$ cat config.mk
export PLATFORM = sky130hd
export DESIGN_NAME = gpio_dual_bank
export DESIGN_NICKNAME = d
export VERILOG_FILES = /design/src/rtl/gpio_db_pkg.sv /design/src/rtl/gpio_db_sync.sv /design/src/rtl/gpio_db_regs.sv /design/src/rtl/gpio_db_irq.sv /design/src/rtl/gpio_dual_bank.sv
export SDC_FILE = /design/constraint.sdc
export NUM_CORES = 1
export LEC_CHECK = 0
export ABC_AREA = 1
export BUFFER_PORTS_ARGS = -buffer_cell sky130_fd_sc_hd__buf_2
export CORE_ASPECT_RATIO = 1.1
export CORE_MARGIN = 2
export CORE_UTILIZATION = 53
export DETAILED_ROUTE_END_ITERATION = 8
export PLACE_DENSITY = 0.74
export RECOVER_POWER = 100
export SLEW_MARGIN = 25
export SYNTH_ARGS = -nofsm -noshare
export SYNTH_HDL_FRONTEND = slang
export SYNTH_SLANG_ARGS = --single-unit
$ cat constraint.sdc
create_clock -name clk -period 1.6 [get_ports clk]
set_input_delay 0.08 -clock clk [delete_from_list [all_inputs] [get_ports clk]]
set_output_delay 0.08 -clock clk [all_outputs]
set_load 0.01 [all_outputs]
$ cat src/rtl/gpio_db_pkg.sv
package gpio_db_pkg;

  // Register selector within a bank (word address bits [2:0]).
  typedef enum logic [2:0] {
    SEL_OUT  = 3'd0,
    SEL_DIR  = 3'd1,
    SEL_IN   = 3'd2,
    SEL_POL  = 3'd3,
    SEL_PEND = 3'd4,
    SEL_EN   = 3'd5,
    SEL_GAP  = 3'd6,
    SEL_OWN  = 3'd7
  } sel_e;

  typedef struct packed {
    logic hi_bank;
    sel_e sel;
  } decode_t;

  function automatic decode_t decode_word(input logic [3:0] w);
    decode_t d;
    d.hi_bank = w[3];
    d.sel     = sel_e'(w[2:0]);
    return d;
  endfunction

endpackage

$ cat src/rtl/gpio_db_sync.sv
module gpio_db_sync #(
  parameter int W      = 32,
  parameter int STAGES = 2
) (
  input  logic         clk,
  input  logic         rst,
  input  logic [W-1:0] d,
  output logic [W-1:0] q
);
  localparam int LAST = STAGES - 1;

  logic [STAGES-1:0][W-1:0] chain;

  generate
    if (STAGES == 1) begin : g_one
      always_ff @(posedge clk) begin
        if (rst) chain <= '0;
        else     chain <= d;
      end
    end else begin : g_many
      always_ff @(posedge clk) begin
        if (rst) chain <= '0;
        else     chain <= {chain[STAGES-2:0], d};
      end
    end
  endgenerate

  assign q = chain[LAST];
endmodule

$ cat src/rtl/gpio_db_regs.sv
module gpio_db_regs
  import gpio_db_pkg::*;
#(
  parameter int N  = 32,
  parameter int DW = 32
) (
  input  logic          clk,
  input  logic          rst,
  input  logic          req,
  input  logic          we,
  input  logic [3:0]    word,
  input  logic [DW-1:0] wdata,
  input  logic          priv_ok,
  input  logic [N-1:0]  sync_in,
  input  logic [N-1:0]  flag_q,
  output logic [N-1:0]  out_q,
  output logic [N-1:0]  dir_q,
  output logic [N-1:0]  pol_q,
  output logic [N-1:0]  en_q,
  output logic [N-1:0]  own_q,
  output logic [N-1:0]  clr,
  output logic [DW-1:0] rdata
);
  decode_t        dec;
  logic           allowed;
  logic           wr;
  logic           rd;
  logic [N-1:0]   reach;
  logic [N-1:0]   wbits;
  logic [DW-1:0]  view;

  assign dec     = decode_word(word);
  assign allowed = ~dec.hi_bank | priv_ok;
  assign wr      = req & we & allowed;
  assign rd      = req & ~we & allowed;
  // Lines this bank may touch: open bank owns 1-bits, protected bank 0-bits.
  assign reach   = dec.hi_bank ? ~own_q : own_q;
  assign wbits   = wdata[N-1:0];

  function automatic logic [N-1:0] merge(input logic [N-1:0] cur,
                                         input logic [N-1:0] nw,
                                         input logic [N-1:0] sel);
    return (cur & ~sel) | (nw & sel);
  endfunction

  always_ff @(posedge clk) begin
    if (rst) begin
      out_q <= '0;
      dir_q <= '0;
      pol_q <= '0;
      en_q  <= '0;
      own_q <= '0;
    end else if (wr) begin
      case (dec.sel)
        SEL_OUT: out_q <= merge(out_q, wbits, reach);
        SEL_DIR: dir_q <= merge(dir_q, wbits, reach);
        SEL_POL: pol_q <= merge(pol_q, wbits, reach);
        SEL_EN:  en_q  <= merge(en_q, wbits, reach);
        SEL_OWN: if (dec.hi_bank) own_q <= wbits;
        default: ;
      endcase
    end
  end

  assign clr = (wr && dec.sel == SEL_PEND) ? (wbits & reach) : '0;

  always_comb begin
    view = '0;
    case (dec.sel)
      SEL_OUT:  view[N-1:0] = out_q & reach;
      SEL_DIR:  view[N-1:0] = dir_q & reach;
      SEL_IN:   view[N-1:0] = sync_in & reach;
      SEL_POL:  view[N-1:0] = pol_q & reach;
      SEL_PEND: view[N-1:0] = flag_q & reach;
      SEL_EN:   view[N-1:0] = en_q & reach;
      SEL_OWN:  view[N-1:0] = dec.hi_bank ? own_q : '0;
      default:  view = '0;
    endcase
  end

  always_ff @(posedge clk) begin
    if (rst)     rdata <= '0;
    else if (rd) rdata <= view;
    else         rdata <= '0;
  end
endmodule

$ cat src/rtl/gpio_db_irq.sv
module gpio_db_irq #(
  parameter int N = 32
) (
  input  logic         clk,
  input  logic         rst,
  input  logic [N-1:0] sync_in,
  input  logic [N-1:0] pol_q,
  input  logic [N-1:0] clr,
  input  logic [N-1:0] en_q,
  input  logic [N-1:0] own_q,
  output logic [N-1:0] flag_q,
  output logic         irq_pub,
  output logic         irq_sec
);
  logic [N-1:0] active;

  // Active when the synchronised level equals the programmed polarity.
  assign active = ~(sync_in ^ pol_q);

  always_ff @(posedge clk) begin
    if (rst) begin
      flag_q  <= '0;
      irq_pub <= 1'b0;
      irq_sec <= 1'b0;
    end else begin
      flag_q  <= (flag_q & ~clr) | active;
      irq_pub <= |(flag_q & en_q & own_q);
      irq_sec <= |(flag_q & en_q & ~own_q);
    end
  end
endmodule

$ cat src/rtl/gpio_dual_bank.sv
module gpio_dual_bank #(
  parameter int NLINES = 32,
  parameter int SYNC   = 2
) (
  input  logic              clk,
  input  logic              rst,
  input  logic              bus_req,
  input  logic              bus_we,
  input  logic [3:0]        bus_word,
  input  logic [31:0]       bus_wdata,
  output logic [31:0]       bus_rdata,
  input  logic              priv_ok,
  input  logic [NLINES-1:0] pin_in,
  output logic [NLINES-1:0] pin_out,
  output logic [NLINES-1:0] pin_oe,
  output logic              irq_pub,
  output logic              irq_sec
);
  localparam int DW = 32;

  logic [NLINES-1:0] sync_q;
  logic [NLINES-1:0] out_q;
  logic [NLINES-1:0] dir_q;
  logic [NLINES-1:0] pol_q;
  logic [NLINES-1:0] en_q;
  logic [NLINES-1:0] own_q;
  logic [NLINES-1:0] clr;
  logic [NLINES-1:0] flag_q;

  gpio_db_sync #(.W(NLINES), .STAGES(SYNC)) u_sync (
    .clk (clk),
    .rst (rst),
    .d   (pin_in),
    .q   (sync_q)
  );

  gpio_db_regs #(.N(NLINES), .DW(DW)) u_regs (
    .clk     (clk),
    .rst     (rst),
    .req     (bus_req),
    .we      (bus_we),
    .word    (bus_word),
    .wdata   (bus_wdata),
    .priv_ok (priv_ok),
    .sync_in (sync_q),
    .flag_q  (flag_q),
    .out_q   (out_q),
    .dir_q   (dir_q),
    .pol_q   (pol_q),
    .en_q    (en_q),
    .own_q   (own_q),
    .clr     (clr),
    .rdata   (bus_rdata)
  );

  gpio_db_irq #(.N(NLINES)) u_irq (
    .clk     (clk),
    .rst     (rst),
    .sync_in (sync_q),
    .pol_q   (pol_q),
    .clr     (clr),
    .en_q    (en_q),
    .own_q   (own_q),
    .flag_q  (flag_q),
    .irq_pub (irq_pub),
    .irq_sec (irq_sec)
  );

  assign pin_out = out_q;
  assign pin_oe  = dir_q;
endmodule

# Word-level counts from Yosys, hierarchy flattened
# Index checks and enable logic that the tools add are counted.
[classes]
addsub = 0
mul = 0
div_mod_pow = 0
magnitude_cmp = 0
eq_ne = 6
n_shift = 0
n_mux = 4
n_bitwise = 33
reduce_logical = 10
[ops]
columns = ["operator", "count"]
rows = [
  ["bitwise AND 32 bit", 15],
  ["case mux 32 bit (7 select lines)", 1],
  ["OR 32 bit", 5],
  ["inverter 32 bit", 4],
  ["two-way mux 32 bit", 3],
  ["OR reduction 32 bit", 2],
  ["bitwise XOR 32 bit", 1],
  ["== test 3 bit (second input constant)", 3],
  ["AND reduction 2 bit", 4],
  ["== test 3 x 2 -> 1 bit (second input constant)", 2],
  ["bitwise AND 1 bit", 4],
  ["== test 3 x 1 -> 1 bit (second input constant)", 1],
  ["zero test 3 bit", 1],
  ["inverter 1 bit", 3],
  ["AND reduction 3 bit", 1],
  ["OR reduction 2 bit", 1],
  ["logical AND 1 bit", 1],
  ["OR 1 bit", 1],
]
[totals]
regBits = 290
latchBits = 0
ram_bits = 0
rom_bits = 0
input_bits = 73
out_inout_bits = 98
mem_count = 0

# Logic depth before layout (Yosys ltp)
# Gate-level depths: netlist (run 1).
[logic_depth]
ltp_word = 8
depth_mapped = 10
ltp_nobuf = 7

# Modules after synthesis
# Synthesis (run 1) repeated with hierarchy kept, for this count alone.
[unflattened]
cells_unflattened = 2162
area_unflattened_um2 = 14561.5
[by_module_without_submodules]
columns = ["module", "instances", "cells_per_inst", "area_each_um2", "seq_area_each_um2"]
rows = [
  ["gpio_db_regs", 1, 1556, 10329.9, 3843.7],
  ["gpio_db_irq", 1, 375, 2150.8, 680.7],
  ["gpio_db_sync", 1, 231, 2080.7, 1281.2],
]

# Worst setup path after synthesis (run 1)
# Ideal clock, no wire load.
[synth_path]
path_kind = "register -> register"
start = "register u_regs.own_q[18]"
end = "register u_irq.flag_q[18]"
arrival_time_ns = 1.089
required_time_ns = 1.468
slack_ns = 0.378
path_stages_with_launch = 6
path_cell_list = "dfxtp_1 ha_1 clkbuf_1 nand2_1 o21ai_0 a21oi_1"
[synth_between]
elab_chain_cells = 7
[synth_lines]
columns = ["element", "line_no", "text"]
rows = [
  ["start, declared", "gpio_db_regs.sv:20", "output logic [N-1:0] own_q,"],
  ["start signal, assigned", "gpio_db_regs.sv:59", "SEL_OWN: if (dec.hi_bank) own_q <= wbits;"],
  ["inverter 32 bit", "gpio_db_regs.sv:37", "assign reach = dec.hi_bank ? ~own_q : own_q;"],
  ["two-way mux 32 bit *", "gpio_db_regs.sv:37", ""],
  ["bitwise AND 32 bit *", "gpio_db_regs.sv:65", "assign clr = (wr && dec.sel == SEL_PEND) ? (wbits & reach) : '0;"],
  ["two-way mux 32 bit *", "gpio_db_regs.sv:65", ""],
  ["inverter 32 bit *", "gpio_db_irq.sv:26", "flag_q <= (flag_q & ~clr) | active;"],
  ["bitwise AND 32 bit *", "gpio_db_irq.sv:26", ""],
  ["OR 32 bit *", "gpio_db_irq.sv:26", ""],
  ["end signal, assigned", "gpio_db_irq.sv:26", ""],
  ["end, declared", "gpio_db_irq.sv:11", "output logic [N-1:0] flag_q,"],
]
# Every way passes the cells marked *; elsewhere a longest branch is shown, timed or not.
# A chain may end at the register's enable or synchronous reset.

# Worst setup path in the final report (run 1)
[layout_path]
start = "register u_regs.own_q[31]"
end = "register u_irq.flag_q[31]"
# Same word-level chain as after synthesis.

==> summary.txt, run 1 <==
Logic synthesis
  – Post-Syn Area: 14000 sq um
  – Post-synth top area share: 41.5%
  – Main combinational cell family by area after synthesis: simple AND/OR/NAND/NOR gates
  – Complex-gate fraction of the synthesized area: 11.6%
  – Syn_nets: 2107
  – Post-Synth XOR/XNOR Area: 2.01%
  – Synth unique cells: 28
  – Simple-gate area share of the yosys netlist: 32.2%
  – Synthesized-area fraction occupied by adder cells: 2.86%
  – Syn_area_per_cell: 6.98 sq um
  – Most common cell in the synthesized netlist: nand2_1
  – Post-synthesis mux area share: 0%
  – Synth async-reset ratio: 0%
  – Post-Syn Instances: 2002
  – Prevailing post-synth register cell: dfxtp_1
  – Area leader, netlist: dfxtp_1
  – Most common library cells after synthesis: 443 x nand2_1, 290 x dfxtp_1, 220 x nand3_1
  – Top post-synthesis cells by area: dfxtp_1 42%, nand2_1 12%, nand3_1 7.9%
  – Yosys reg bits: 290
  – Number of enable flip-flop cells after synthesis: 0
  – Ys Warns: 0
  – Sequential element share of the synthesized area: 41.5%

Floorplanning
  – Die H: 174 microns
  – Core box area: 26000 sq um
  – # IOs: 171
  – Row count: 62
  – Initial Util: 53.8%
  – Total die area: 27700 sq um
  – Die Wd: 159 microns

Drt
  – Mean routed wirelength per cell: 17.3 microns
  – DRC Markers: 0
  – Routed WL: 44400 microns
  – Vias: 14500
  – Post-DR vias/cell: 5.65
  – Final antenna-violating net count: 0
  – Drt first pass iters: 5
  – Drt initial violations: 1359

Cells and area
  – Fillers: 2326
  – Area of the multi-input gates: 6790 sq um
  – Finished Layout Cells: 2563
  – Layout cell share with drive strength beyond 1: 8.88%
  – Design area: 16700 sq um
  – Seq. cell area: 5810 sq um
  – Layout area overhead: 19.8%
  – Final nets: 2290

Timing
  – Clock skew: 0.00532 ns
  – Final worst path period share: 87.5%
  – Unrepaired setup endpoints after global routing: no
  – Peak Freq: 715 MHz
  – Shortest period the worst path allows: 1.40 ns
  – Setup-failing EPs final: 0
  – Slew @ Worst Pin: 1.40 ns
  – Hold_ws: 0.0665 ns
  – Final Slew Violations: 0
  – Fin. Hold Viols: 0
  – Slew headroom: 6.57%
  – TNS Setup: 0 ns

Clocking
  – Clk sink count: 290
  – Post_cts resized: 0
  – CTS H-tree lvls: 1
  – Clk Latency, worst-skew pair: 0.56 ns
  – CTS clk-pin slew, worst paths: 0.06 ns
  – CTS Buffer Depth: 3
  – TritonCTS clock tree: done
  – Root Driver: clkbuf_16
  – Cts bufs inserted: 31

Min path
  – Hold crit path type: primary input to register

Worst setup path
  – Critical Path Start Type: register
  – Worst Path Class, Setup: register to register
  – CP arrival: 1.77 ns
  – Crit end category: register
  – Req. time, crit path: 1.97 ns
  – Crit Path Max Fanout: 6

Placed design
  – Routability Congestion: 0.913
  – DP Wirelength: 28300 microns
  – Cells after DPL: 2440
  – PortBufs: 170
  – Post-DP Area: 15200 sq um

Power
  – Clock group share of total power: 44.6%
  – Sw Share: 25.1%
  – P_int: 12.4 mW
  – Lkg Pwr: 7.09 nW
  – Seq pwr share: 45.6%
  – Tot Pwr: 16.5 mW
  – Comb power frac: 9.8%
  – Maximum vdd drop: 890 uV
  – PwrDens: 985 nW/um^2
  – Net Switching: 4.14 mW

Global route
  – Vias in the first global route: 13900
  – Global-route usage over all layers: 30.8%
  – First-pass GRT wire length: 70000 microns
  – Initial antenna violation count: 2
  – Gr ovfl total: 0
  – Largest net degree at the start of global routing: 177

Outcome
  – Status: completed

Run
  – Maxcap violations: 0
==> power groups by stage <==
stage / Combinational (mW) / Clock (mW) / Sequential (mW)
after floorplan: 0.883 / 0 / 7.65
after global placement: 1.46 / 0 / 7.67
after detailed placement: 1.48 / 0 / 7.68
after CTS: 1.61 / 7.38 / 7.52
after global routing: 1.76 / 7.66 / 7.54
final: 1.62 / 7.35 / 7.52
==> worst paths after layout <==
check / cells past startpoint / slack [ns] / to / start
worst max-delay path: 5 / 0.20 / u_irq.flag_q[31] / u_regs.own_q[31]
worst min-delay path: 4 / 0.07 / u_regs.rdata[16] / bus_word[3]
worst max register to register: 5 / 0.20 / u_irq.flag_q[31] / u_regs.own_q[31]
worst min register to register: 2 / 0.40 / u_sync.q[26] / u_sync.chain[26]
==> layer usage <==
metal,up-vias,GRT usage [%],share of wire (%)
li1,6952,-,-
met1,6662,39.8,41
met2,726,50.9,46
met3,145,4.68,8.6
met4,0,14.5,4.2
met5,-,0,0
==> worst max-delay path, stage by stage (launching register included) <==
cell and delay [ns]:
dfxtp_1 0.34, ha_1 0.34, clkbuf_1 0.23, nand2_1 0.07, o21ai_0 0.17, a21oi_1 0.08
==> cells by family (layout without fill, tap and decap cells) <==
group | count (synthesis) | in the layout
compound gates | 324 | 324
flops | 290 | 290
fa+ha+maj | 32 | 32
other cells | 0 | 3
simple gates | 1007 | 1007
buf+inv | 317 | 523
xor+xnor | 32 | 32
==> area by class of cell <==
type	count	share of cell area [%]
inverter	165	3.72
timing repair buffer	302	12.1
tap	352	2.63
sequential	290	34.7
multi-input combinational	1395	40.6
antenna	3	0.0448
clock inverter	10	0.777
clock buffer	46	5.45
==> what timing repair did <==
| item | in CTS | in global routing |
|---|---|---|
| endpoints found under the hold margin | 224 | 0 |
| buffers inserted | 0 | 0 |
| hold buffers | 64 | 0 |
==> metrics by stage <==
| stage | setup WS (ns) | utilization, % |
|---|---|---|
| final | 0.201 | 64.4 |
| after global routing | 0.0786 | 64.4 |
| after CTS | 0.309 | 65.1 |
| after detailed placement | 0.0964 | 58.6 |
| after global placement | 0.0938 | 58.6 |
| after floorplan | 0.378 | - |
==> cells in the final DEF, fill, tap and decap left out, types with 49 or more instances in the layout <==
master / n
dfxtp_1: 290
buf_4: 49
a21oi_1: 209
o21ai_0: 114
inv_1: 161
buf_2: 71
nand4_1: 97
dlygate4sd3_1: 64
nand3_1: 221
nor2_1: 186
nand2_1: 444
clkbuf_1: 110
Note: power is estimated with default switching activity, not from simulation.
==> inputs of run 2 (changes only) <==
--- a/config.mk
+++ b/config.mk
@@ -7,3 +7,2 @@
 export LEC_CHECK = 0
-export ABC_AREA = 1
 export BUFFER_PORTS_ARGS = -buffer_cell sky130_fd_sc_hd__buf_2
==> constraint.sdc (replaced) <==
create_clock -name clk -period 1.6 [get_ports clk]
set_input_delay 0.32 -clock clk [delete_from_list [all_inputs] [get_ports clk]]
set_output_delay 0.32 -clock clk [all_outputs]
set_load 0.01 [all_outputs]
==> summary.txt, run 2 <==
Outcome
  – Status: completed

Power
  – P_int: 12.0 mW (-3.2%)
  – Lkg Pwr: 5.99 nW (-15%)
  – Maximum vdd drop: 815 uV (-8.4%)
  – Net Switching: 3.85 mW (-7.1%)
  – PwrDens: 1010 nW/um^2 (+2.4%)
  – Clock group share of total power: 43.9% (-0.7 points)
  – Sw Share: 24.3% (-0.76 points)
  – Seq pwr share: 47.5% (+1.9 points)
  – Tot Pwr: 15.8 mW (-4.2%)
  – Comb power frac: 8.5% (-1.3 points)

Timing
  – Setup-failing EPs final: 0 (unchanged)
  – TNS Setup: 0 ns (unchanged)
  – Slew headroom: 13.5% (+6.9 points)
  – Shortest period the worst path allows: 1.51 ns (+0.115 ns)
  – Slew @ Worst Pin: 1.30 ns (-0.104 ns)
  – Peak Freq: 661 MHz (-7.6%)
  – Fin. Hold Viols: 0 (unchanged)
  – Final setup margin: 0.0863 ns (-0.115 ns)
  – Unrepaired setup endpoints after global routing: no
  – Final Slew Violations: 0 (unchanged)
  – Clock skew: 0.0184 ns (+0.0131 ns)
  – Final worst path period share: 94.6% (+7.2 points)

Worst setup path
  – Crit Path Max Fanout: 3 (-3)
  – CP arrival: 1.92 ns (+0.15 ns)
  – Capturing point of the worst reg2reg path: u_regs.rdata[25]
  – Crit end category: register
  – Req. time, crit path: 2.01 ns (+0.04 ns)
  – Cells on worst reg2reg path: 5 (unchanged)
  – R2R Setup Slk: 0.09 ns (-0.11 ns)
  – Worst setup path endpoint: u_regs.rdata[25]
  – Critical Path Start Type: register
  – Worst Path Class, Setup: register to register

Floorplanning
  – Initial Util: 53.9% (+0.13 points)
  – Die Wd: 154 microns (-2.8%)
  – Row count: 60 (-3.2%)
  – # IOs: 171 (unchanged)
  – Core box area: 24500 sq um (-5.8%)
  – Die H: 169 microns (-2.8%)
  – Total die area: 26200 sq um (-5.5%)

Logic synthesis
  – Synth async-reset ratio: 0% (unchanged)
  – Number of enable flip-flop cells after synthesis: 0 (unchanged)
  – Sequential element share of the synthesized area: 44.0% (+2.5 points)
  – Syn_area_per_cell: 8.10 sq um (+16%)
  – Post-Syn Instances: 1630 (-19%)
  – Synth unique cells: 46 (+64%)
  – Post-Syn Area: 13200 sq um (-5.6%)
  – Prevailing post-synth register cell: dfxtp_1
  – Ys Warns: 0 (unchanged)
  – Top post-synthesis cells by area: dfxtp_1 44%, nand2_1 9.1%, a21oi_1 7.5%
  – Most common cell in the synthesized netlist: nand2_1
  – Syn_nets: 1735 (-18%)
  – Post-synth top area share: 44.0% (+2.5 points)
  – Yosys reg bits: 290 (unchanged)
  – Area leader, netlist: dfxtp_1
  – Most common library cells after synthesis: 319 x nand2_1, 290 x dfxtp_1, 198 x a21oi_1

Drt
  – DRC Markers: 0 (unchanged)
  – Routed WL: 40200 microns (-9.5%)
  – Vias: 12700 (-12%)
  – Drt first pass iters: 6 (+1)
  – Mean routed wirelength per cell: 18.9 microns (+9.2%)
  – Drt initial violations: 1096 (-19%)
  – Post-DR vias/cell: 5.97 (+5.7%)
  – Final antenna-violating net count: 0 (unchanged)

Cells and area
  – Fillers: 2131 (-8.4%)
  – Final nets: 1897 (-17%)
  – Layout cell share with drive strength beyond 1: 11.7% (+2.9 points)
  – Commonest non-fill, non-tap cells in the layout: 318 x nand2_1, 290 x dfxtp_1, 204 x a21oi_1
  – Layout area overhead: 18.7%
  – Commonest non-fill, non-tap cell in the layout: nand2_1

Min path
  – Hold crit path type: primary input to register

Placed design
  – Routability Congestion: 0.938 (+2.8%)
  – DP Worst Slack: -0.418 ns (-0.514 ns)
  – DP Wirelength: 26700 microns (-5.7%)
  – PortBufs: 170 (unchanged)

Global route
  – Vias in the first global route: 11800 (-15%)
  – Largest net degree at the start of global routing: 161 (-9.0%)
  – First-pass GRT wire length: 62600 microns (-11%)
  – Gr ovfl total: 0 (unchanged)
  – Global-route usage over all layers: 29.7% (-1.2 points)
  – Initial antenna violation count: 2 (unchanged)

Clocking
  – TritonCTS clock tree: done
  – Clk sink count: 290 (unchanged)
  – CTS H-tree lvls: 1 (unchanged)
  – CTS clk-pin slew, worst paths: 0.06 ns (about the same)
  – Postcts setup bufs: 0 (unchanged)
  – Cts bufs inserted: 29 (-6.5%)
  – Root Driver: clkbuf_16
  – Clk Latency, worst-skew pair: 0.56 ns (about the same)
  – Cts hold-fix bufs: 29 (-55%)
  – Post_cts resized: 0 (unchanged)
  – CTS Buffer Depth: 3 (unchanged)

Run
  – Maxcap violations: 0 (unchanged)
==> run 2: worst min path at each step <==
stage | start | slack (ns) | depth (start not counted) | end
6_report | pin_in[21] | 0.0008 | 2 | u_sync.chain[21]
5_1_grt | pin_in[21] | 0.02 | 2 | u_sync.chain[21]
4_1_cts | pin_in[21] | 0.0002 | 2 | u_sync.chain[21]
3_5_place_dp | u_sync.chain[4] | 0.42 | 1 | u_sync.q[4]
3_3_place_gp | u_sync.chain[2] | 0.42 | 1 | u_sync.q[2]
2_1_floorplan | u_sync.chain[0] | 0.41 | 1 | u_sync.q[0]
==> run 2: per-layer routing <==
| layer | wire length, microns | part of all wire, % | GRT usage, % |
|---|---|---|---|
| met5 | 13 | 0.032 | 0 |
| met4 | 1650 | 4.1 | 13.0 |
| met3 | 3200 | 8.0 | 4.47 |
| met2 | 19100 | 48 | 50.9 |
| met1 | 16200 | 40 | 37.2 |
==> run 2: kinds of logic (layout without fill, tap and decap cells) <==
logic type / count (synthesis) / in the layout / synth area share [%]
compound gates: 420 / 420 / 19.6
xor+xnor: 32 / 32 / 2.12
fa+ha+maj: 32 / 32 / 3.03
buf+inv: 172 / 355 / 5.59
flops: 290 / 290 / 44.0
mux: 32 / 32 / 2.43
other cells: 0 / 1 / 0
simple gates: 652 / 652 / 23.3
==> run 2: layout make-up <==
class	instances	area (sq um)	share of cell area, %
clock buffer	36	802	5.12
tap	310	388	2.48
multi-input combinational	1168	6680	42.6
sequential	290	5810	37.1
timing repair buffer	268	1680	10.7
clock inverter	16	176	1.13
antenna	1	2.50	0.0160
inverter	35	131	0.839
==> run 2: critical path, stage by stage, from the launching register on <==
cell and delay [ns]:
dfxtp_1 0.40, nor2b_1 0.18, a21oi_1 0.06, o221ai_1 0.22
o2111ai_1 0.15, a21oi_1 0.36
==> run 2: power groups by stage <==
stage | clock (mW) | combinational [mW] | sequential, mW
3_3_place_gp | 0 | 1.27 | 7.66
6_report | 6.94 | 1.35 | 7.51
2_1_floorplan | 0 | 0.790 | 7.63
4_1_cts | 7.01 | 1.35 | 7.50
3_5_place_dp | 0 | 1.29 | 7.66
5_1_grt | 7.31 | 1.46 | 7.52
==> run 2: through the flow <==
| stage | cell area (sq um) | utilization [%] | hold slack [ns] | cells |
|---|---|---|---|---|
| after floorplan | 13300 | - | 0.414 | 1630 |
| after global placement | 14600 | 59.8 | 0.418 | 2042 |
| after detailed placement | 14600 | 59.8 | 0.424 | 2042 |
| after CTS | 15900 | 65.0 | 0.000241 | 2123 |
| after global routing | 15700 | 64.0 | 0.0181 | 2124 |
| final | 15700 | 64.0 | 0.000759 | 2124 |
==> inputs of run 3 (changes only) <==
Settings changed: ABC_AREA set to 1, CTS_BUF_LIST set to sky130_fd_sc_hd__clkbuf_8.
==> summary.txt, run 3 (synthesis results as in run 1) <==
Cells and area
  – Final core utilization: 64.0% (about the same)
  – Commonest non-fill, non-tap cells in the layout: 443 x nand2_1, 290 x dfxtp_1, 220 x nand3_1
  – Final nets: 2313 (+22%)
  – Commonest non-fill, non-tap cell in the layout: nand2_1
  – Layout area overhead: 19.1%
  – Layout cell share with drive strength beyond 1: 11.0% (-0.75 points)

Worst setup path
  – Crit Path Max Fanout: 3 (unchanged)
  – Capturing point of the worst reg2reg path: u_irq.flag_q[31]
  – Cells on worst reg2reg path: 5 (unchanged)
  – CP top delay family: flip-flops
  – Launch point of the worst reg-to-reg path: u_regs.own_q[31]
  – Critical Path Start Type: register
  – Slowest cell on the critical path: dfxtp_1
  – Crit end category: primary output
  – CP arrival: 1.18 ns (-0.74 ns)
  – Worst Path Buf+Inv: 1 (+1)
  – Worst Path Class, Setup: register to primary output
  – Crit-path cells: clkbuf_1
  – Crit-path max cell delay: 0.43 ns (+0.03 ns)
  – R2R Setup Slk: 0.24 ns (+0.15 ns)
  – Req. time, crit path: 1.28 ns (-0.73 ns)

Global route
  – First-pass GRT wire length: 70000 microns (+12%)
  – Vias in the first global route: 13900 (+17%)
  – Gr ovfl total: 0 (unchanged)
  – Global-route usage over all layers: 31.2% (+1.5 points)
  – Initial antenna violation count: 2 (unchanged)
  – Largest net degree at the start of global routing: 63 (-61%)

Timing
  – Slew @ Worst Pin: 0.865 ns (-0.432 ns)
  – Shortest period the worst path allows: 1.50 ns (-0.00892 ns)
  – Slew headroom: 42.3% (+29 points)
  – Setup-failing EPs final: 0 (unchanged)
  – TNS Setup: 0 ns (unchanged)
  – Fin. Hold Viols: 0 (unchanged)
  – Final Slew Violations: 0 (unchanged)
  – Final setup margin: 0.0952 ns (+0.00892 ns)
  – Final worst path period share: 94.1% (-0.56 points)
  – Unrepaired setup endpoints after global routing: no
  – Peak Freq: 665 MHz (+0.59%)
  – Clock skew: 0.0181 ns (-0.000235 ns)
  – Hold_ws: 0.0242 ns (+0.0234 ns)

Min path
  – Hold crit path type: primary input to register
  – Hold path depth: 3 (+1)
  – Hold Path End: u_sync.chain[21]
  – Worst hold start: pin_in[21]

Placed design
  – DP Worst Slack: -0.171 ns (+0.247 ns)
  – PortBufs: 170 (unchanged)
  – DP Wirelength: 29100 microns (+9.0%)
  – Routability Congestion: 0.871 (-7.2%)

Clocking
  – TritonCTS clock tree: done
  – CTS Buffer Depth: 3 (unchanged)
  – Root Driver: clkbuf_8
  – Post_cts resized: 0 (unchanged)
  – Cts bufs inserted: 47 (+62%)
  – CTS clk-pin slew, worst paths: 0.06 ns (about the same)
  – CTS H-tree lvls: 2 (+1)
  – Postcts setup bufs: 0 (unchanged)
  – Clk sink count: 290 (unchanged)
  – Cts hold-fix bufs: 31 (+6.9%)
  – Clk Latency, worst-skew pair: 0.57 ns (about the same)

Outcome
  – Status: completed

Drt
  – Routed WL: 44400 microns (+10%)
  – Final antenna-violating net count: 0 (unchanged)
  – Post-DR vias/cell: 5.64 (-5.5%)
  – Mean routed wirelength per cell: 17.1 microns (-9.4%)
  – Drt initial violations: 1087 (-0.82%)
  – Vias: 14600 (+15%)
  – DRC Markers: 0 (unchanged)
  – Drt first pass iters: 6 (unchanged)

Floorplanning
  – # IOs: 171 (unchanged)
  – Row count: 62 (+3.3%)
  – Die Wd: 159 microns (+2.8%)
  – Total die area: 27700 sq um (+5.8%)
  – Die H: 174 microns (+2.9%)
  – Core box area: 26000 sq um (+6.2%)
  – Initial Util: 53.8% (-0.13 points)

Power
  – Lkg Pwr: 7.17 nW (+20%)
  – Maximum vdd drop: 912 uV (+12%)
  – PwrDens: 921 nW/um^2 (-8.7%)
  – Tot Pwr: 15.3 mW (-3.0%)

Run
  – Maxcap violations: 0 (unchanged)
==> run 3: cell count changes in the layout (fill, tap and decap cells not counted), sizes merged, moves of 79 or more <==
cell	before	now
inv	35	181
nand2	319	444
nand3	145	224
nand4	8	97
nor2	51	190
nor2b	95	0
==> run 3: cell type report <==
| class | count | area [sq um] |
|---|---|---|
| fill | 2375 | 9350 |
| sequential | 290 | 5810 |
| clock buffer | 58 | 798 |
| multi-input combinational | 1395 | 6780 |
| clock inverter | 20 | 80.1 |
| antenna | 1 | 2.50 |
| inverter | 165 | 622 |
| tap | 352 | 440 |
| timing repair buffer | 309 | 2120 |
==> run 3: report_power, final <==
| group | internal [mW] | switching, mW |
|---|---|---|
| registers | 7.40 | 0.125 |
| clock network | 3.23 | 2.90 |
| logic | 0.605 | 1.07 |
| total | 11.2 | 4.09 |
==> run 3: metal layers <==
layer | wire length [microns] | global-route usage, % | vias to the layer above
met2 | 20400 | 51.8 | 769
met5 | 13 | 0 | -
met4 | 1760 | 14.7 | 2
met1 | 18000 | 38.9 | 6677
li1 | - | - | 7008
met3 | 4260 | 6.39 | 162
==> run 3: how the worst max path moves through the flow <==
stage | startpoint | to | slack (ns) | cells after the start
finish | register | pin_oe[16] | 0.1 | 1
global route | register | pin_oe[25] | 0.06 | 1
CTS | register | pin_oe[16] | 0.1 | 1
detailed placement | bus_word[3] | register | -0.17 | 8
global placement | bus_word[3] | register | -0.10 | 8
floorplan | bus_word[2] | register | 0.18 | 8
==> run 3: through the flow <==
step / area [sq um] / instances
global placement: 15700 / 2480
CTS: 16800 / 2589
global route: 16600 / 2589
finish: 16600 / 2590
detailed placement: 15700 / 2480
floorplan: 14000 / 2002
